`src/rtl/fpa_pkg.sv`:
```
package fpa_pkg;
  localparam int WORD_W = 36;
  localparam int EXP_W  = 8;
  localparam int FRAC_W = WORD_W - 1 - EXP_W;
  localparam int DBL_W  = 2 * WORD_W;

  typedef logic [WORD_W-1:0] word_t;
  typedef logic [EXP_W-1:0]  exp_t;
  typedef logic [DBL_W-1:0]  dbl_t;

  typedef enum logic [1:0] {
    TIER_NEAR = 2'd0,
    TIER_FAR  = 2'd1,
    TIER_GONE = 2'd2
  } tier_e;

  // magnitude exponent: negative words hold it complemented
  function automatic exp_t word_exp(input word_t w);
    return w[WORD_W-1] ? ~w[WORD_W-2 -: EXP_W] : w[WORD_W-2 -: EXP_W];
  endfunction

  // signed fraction with the exponent field replaced by sign copies
  function automatic word_t word_frac(input word_t w);
    return {{(EXP_W+1){w[WORD_W-1]}}, w[FRAC_W-1:0]};
  endfunction

  function automatic tier_e diff_tier(input exp_t d);
    if (d <= exp_t'(WORD_W)) return TIER_NEAR;
    if (d <= exp_t'(DBL_W))  return TIER_FAR;
    return TIER_GONE;
  endfunction

  function automatic dbl_t shift_near(input word_t f, input exp_t d);
    logic signed [DBL_W-1:0] v;
    v = $signed({f, {WORD_W{1'b0}}});
    return dbl_t'(v >>> d);
  endfunction

  function automatic dbl_t shift_far(input word_t f, input exp_t d);
    logic signed [DBL_W-1:0] v;
    exp_t rest;
    v    = $signed({{WORD_W{f[WORD_W-1]}}, f});
    rest = d - exp_t'(WORD_W);
    return dbl_t'(v >>> rest);
  endfunction

  function automatic dbl_t scaled_sum(input dbl_t a, input dbl_t b, input int unsigned h);
    logic signed [DBL_W-1:0] sa;
    logic signed [DBL_W-1:0] sb;
    sa = $signed(a) >>> h;
    sb = $signed(b) >>> h;
    return dbl_t'(sa + sb);
  endfunction
endpackage

```
`src/rtl/fpa_unpack.sv`:
```
module fpa_unpack
  import fpa_pkg::*;
(
  input  logic [WORD_W-1:0] word,
  output logic [EXP_W-1:0]  exp_mag,
  output logic [WORD_W-1:0] frac_s
);
  always_comb begin
    exp_mag = word_exp(word);
    frac_s  = word_frac(word);
  end
endmodule

```
`src/rtl/fpa_order.sv`:
```
module fpa_order
  import fpa_pkg::*;
(
  input  logic [EXP_W-1:0]  exp_a,
  input  logic [EXP_W-1:0]  exp_b,
  input  logic [WORD_W-1:0] frac_a,
  input  logic [WORD_W-1:0] frac_b,
  output logic [EXP_W-1:0]  big_exp,
  output logic [WORD_W-1:0] big_frac,
  output logic [WORD_W-1:0] small_frac,
  output logic [EXP_W-1:0]  diff,
  output logic              swapped
);
  always_comb begin
    swapped = exp_b > exp_a;
    if (swapped) begin
      big_exp    = exp_b;
      big_frac   = frac_b;
      small_frac = frac_a;
      diff       = exp_b - exp_a;
    end else begin
      big_exp    = exp_a;
      big_frac   = frac_a;
      small_frac = frac_b;
      diff       = exp_a - exp_b;
    end
  end
endmodule

```
`src/rtl/fpa_shifter.sv`:
```
module fpa_shifter
  import fpa_pkg::*;
(
  input  logic [WORD_W-1:0] frac,
  input  logic [EXP_W-1:0]  diff,
  output logic [1:0]        tier,
  output logic [DBL_W-1:0]  aligned
);
  tier_e t;
  always_comb begin
    t = diff_tier(diff);
    unique case (t)
      TIER_NEAR: aligned = shift_near(frac, diff);
      TIER_FAR:  aligned = shift_far(frac, diff);
      default:   aligned = {DBL_W{frac[WORD_W-1]}};
    endcase
    tier = t;
  end
endmodule

```
`src/rtl/fpa_align_add.sv`:
```
module fpa_align_add
  import fpa_pkg::*;
#(
  parameter int HEAD_SH = 2
) (
  input  logic              clk,
  input  logic              rst_n,
  input  logic              in_valid,
  output logic              in_ready,
  input  logic [WORD_W-1:0] in_a,
  input  logic [WORD_W-1:0] in_b,
  input  logic              in_sub,
  output logic [DBL_W-1:0]  res_sum,
  output logic [EXP_W:0]    res_exp,
  output logic              res_done
);
  localparam int NOPS = 2;

  // operand conditioning
  logic [WORD_W-1:0] op_word [NOPS];
  logic [EXP_W-1:0]  op_exp  [NOPS];
  logic [WORD_W-1:0] op_frac [NOPS];

  assign op_word[0] = in_a;
  assign op_word[1] = in_sub ? (~in_b + 1'b1) : in_b;

  for (genvar i = 0; i < NOPS; i++) begin : g_unpack
    fpa_unpack u_unpack (
      .word    (op_word[i]),
      .exp_mag (op_exp[i]),
      .frac_s  (op_frac[i])
    );
  end

  // ordering and alignment (event wires used by the checker)
  logic [EXP_W-1:0]  big_exp;
  logic [WORD_W-1:0] big_frac;
  logic [WORD_W-1:0] small_frac;
  logic [EXP_W-1:0]  ev_diff;
  logic              ev_swapped;
  logic [1:0]        ev_tier;
  logic [DBL_W-1:0]  ev_small_aligned;
  logic              ev_accept;

  fpa_order u_order (
    .exp_a      (op_exp[0]),
    .exp_b      (op_exp[1]),
    .frac_a     (op_frac[0]),
    .frac_b     (op_frac[1]),
    .big_exp    (big_exp),
    .big_frac   (big_frac),
    .small_frac (small_frac),
    .diff       (ev_diff),
    .swapped    (ev_swapped)
  );

  fpa_shifter u_shift (
    .frac    (small_frac),
    .diff    (ev_diff),
    .tier    (ev_tier),
    .aligned (ev_small_aligned)
  );

  // stage 1: aligned operands
  logic             s1_vld;
  logic [DBL_W-1:0] s1_big;
  logic [DBL_W-1:0] s1_small;
  logic [EXP_W:0]   s1_exp;

  assign in_ready  = ~s1_vld;
  assign ev_accept = in_valid & in_ready;

  always_ff @(posedge clk) begin
    if (!rst_n) begin
      s1_vld   <= 1'b0;
      s1_big   <= '0;
      s1_small <= '0;
      s1_exp   <= '0;
    end else begin
      s1_vld <= ev_accept;
      if (ev_accept) begin
        s1_big   <= {big_frac, {WORD_W{1'b0}}};
        s1_small <= ev_small_aligned;
        s1_exp   <= {1'b0, big_exp} + 1'b1;
      end
    end
  end

  // stage 2: scaled sum
  always_ff @(posedge clk) begin
    if (!rst_n) begin
      res_sum  <= '0;
      res_exp  <= '0;
      res_done <= 1'b0;
    end else begin
      res_done <= s1_vld;
      if (s1_vld) begin
        res_sum <= scaled_sum(s1_big, s1_small, HEAD_SH);
        res_exp <= s1_exp;
      end
    end
  end
endmodule

```
`config.mk`:
```
export PLATFORM = sky130hd
export DESIGN_NAME = fpa_align_add
export DESIGN_NICKNAME = d
export VERILOG_FILES = /design/src/rtl/fpa_pkg.sv /design/src/rtl/fpa_unpack.sv /design/src/rtl/fpa_order.sv /design/src/rtl/fpa_shifter.sv /design/src/rtl/fpa_align_add.sv
export SDC_FILE = /design/constraint.sdc
export NUM_CORES = 1
export LEC_CHECK = 0
export ABC_AREA = 1
export BUFFER_PORTS_ARGS = -buffer_cell sky130_fd_sc_hd__buf_2
export CAP_MARGIN = 20
export CORE_AREA = 2 2 213 215
export CTS_CLUSTER_SIZE = 16
export DETAILED_ROUTE_END_ITERATION = 8
export DIE_AREA = 0 0 215 217
export SETUP_SLACK_MARGIN = 0.4
export SYNTH_ARGS = -nofsm -noshare
export SYNTH_HDL_FRONTEND = slang
export SYNTH_HIERARCHICAL = 1
export SYNTH_SLANG_ARGS = --single-unit
export TNS_END_PERCENT = 100
```
`constraint.sdc`:
```
create_clock -name clk -period 7.2 [get_ports clk]
set_input_delay 1.08 -clock clk [delete_from_list [all_inputs] [get_ports clk]]
set_output_delay 1.08 -clock clk [all_outputs]
set_load 0.02 [all_outputs]
```
==> run_results.csv <==
group,metric,value,unit
critical_path,cp.required,7.58,ns
power,power_leakage,10.38,nW
place,pre_cts_slack,0.6470,ns
clock_network,cts_buffer_depth,2,
sta,slew_viol_final,0,
global_route,gr-usage-all-layers,0.3063,
critical_path,critPathSlowestCell,"inv_1",
clock_network,clock-sinks,197,
routing,final_antenna_net_count,0,
layout,finalNonFillerCells,3810,
routing,dr_total_vias,20130,
clock_network,hold_buffers,0,
global_route,grt_max_degree,102,
sta,fin_worst_skew,0.01822,ns
critical_path,end_kind,"register",
clock_network,ctsRootBufferMaster,"clkbuf_16",
die,die_x,215,um
global_route,grt_pass1_wl,109600,um
sta,hold_viol,0,
die,initial_core_util,0.3998,
synthesis,syn_area,17870,um^2
critical_path,cp-start-kind,"input pin",
sta,fin_crit,6.238,ns
place,place_inst,3777,
synthesis,syn_nets,3338,
synthesis,syn_inst,3203,
routing,drt-initial-drc-count,1875,
place,io_buffers,158,
synthesis,syn_avg_cell_area,5.579,um^2
critical_path,crit_fanout,18,
place,place_congestion,1.031,
power,irDropWorstVdd,266.8,uV
clock_network,cts_setup_buffers,0,
power,powerDensity,400.6,nW/um^2
sta,finalSetupViolations,0,
sta,fmax,0.1603,GHz
global_route,grt_pass1_vias,18800,
place,hpwl,58210,um
critical_path,worst-setup-path-type,"in2reg",
clock_network,cts-htree-levels,4,
routing,avgViaCountPerCell,5.283,
clock_network,cts_inserted_buffers,17,
sta,setup_ws,0.9624,ns
power,power,7.688,mW
die,core_area,44700,um^2
critical_path,slowest_delay,0.57,ns
critical_path,cp_num_cells,31,
critical_path,worstRegToRegCells,11,
critical_path,crit_family,"simple AND/OR/NAND/NOR gates",
clock_network,clkLatencyLatePin,0.48,ns
sta,finalCritPeriodShare,0.8663,
layout,nFillCells,5053,
die,rows,78,
routing,wire_per_inst,18.83,um
layout,area.growth.synth_to_final,7.409,%
worst_hold_path,hold_path_class,"reg2reg",
sta,relSlewSlack,0.3487,
die,fp.dieArea,46660,um^2
layout,drive_above_1_share,0.09660,
worst_hold_path,hold_depth,2,
sta,setup_tns,0,ns
layout,nets,3331,
global_route,antenna_found_initial,1,
die,io_pins,159,
routing,drc,0,
synthesis,yosys_warnings,6,
clock_network,cts_resized,0,
clock_network,cts_tree,"done",
run,drv_cap,0,
critical_path,path_buf_inv,6,
routing,drt_first_pass_iters,6,
sta,worst_pin_slew,0.9769,ns
critical_path,cp_common_cell,"nand2_1",
clock_network,clkTransAtPathRegs,0.09,ns
die,die_h,217,um
routing,wl,71750,um
global_route,grt_overflow_total,0,
sta,timing.hold.ws,0.4786,ns
status,status,"finished clean",
sta,rsz0062_at_grt,"false",
critical_path,cp.arrival,6.62,ns
-- stage by stage --
step,instance area (um^2),utilization
after global routing,19190,0.4293
after floorplan,17870,-
final,19190,0.4294
after CTS,19190,0.4293
after detailed placement,18600,0.4161
after global placement,18600,0.4161
-- path summary, 6_finish.rpt --
kind              slack, ns            to      start
setup / recovery       0.96  s1_small[27]    in_b[0]
hold / removal         0.48     s1_exp[8]  s1_exp[8]
setup reg to reg       3.54     s1_exp[5]     s1_vld
hold reg to reg        0.48     s1_exp[8]  s1_exp[8]
-- worst min-delay path, delay by kind of cell (launching register included) --
kind	cells	cell delay, ns
compound gates	1	0.06
flops	1	0.32
simple gates	1	0.06
-- registers in the layout (all words and copies together), names as in the netlist --
| signal | cells |
|---|---|
| s1_small | 70 |
| res_sum | 71 |
| s1_big | 36 |
| res_exp | 9 |
| s1_vld | 1 |
| s1_exp | 9 |
| res_done | 1 |
-- cells in the final DEF, fill, tap and decap left out, types with 5 or more instances in the layout --
cell       instances
o21ai_0          231
ha_1              56
inv_1            249
nand2_1         1047
o31ai_1            6
a21oi_1           79
nand4_1           16
clkbuf_16         17
xnor2_1           12
nor2_4             5
nor3_1            23
nand3_1          396
xor2_1            47
buf_4             53
dfxtp_1          196
o211ai_1          19
nand2_2            9
o21ai_1            8
nor2_1           481
nor2_2             8
inv_2             15
buf_2            157
-- where the power goes --
group          internal (mW)  switching (mW)
Combinational           1.47            3.93
Sequential              1.23          0.0983
Clock                  0.494           0.479
-- routing by layer --
metal | track usage | routed length (um) | vias up
li1 | - | - | 10080
met1 | 0.3969 | 31300 | 9258
met2 | 0.4998 | 32470 | 665
met3 | 0.05227 | 4912 | 126
met4 | 0.1375 | 3061 | 0
met5 | 0 | 0 | -
-- layout make-up --
class                   instances  area [um^2]  area share
clock inverters                14        160.2    0.008345
well taps                     600        750.7     0.03912
repair buffers                214         1264     0.06584
diodes                          1        2.502   0.0001304
multi-input cells            2498        11630      0.6060
flip-flops and latches        197         3945      0.2056
clock buffers                  18        429.2     0.02236
inverters                     268         1010     0.05261
Power figures use the tool's default switching activity.
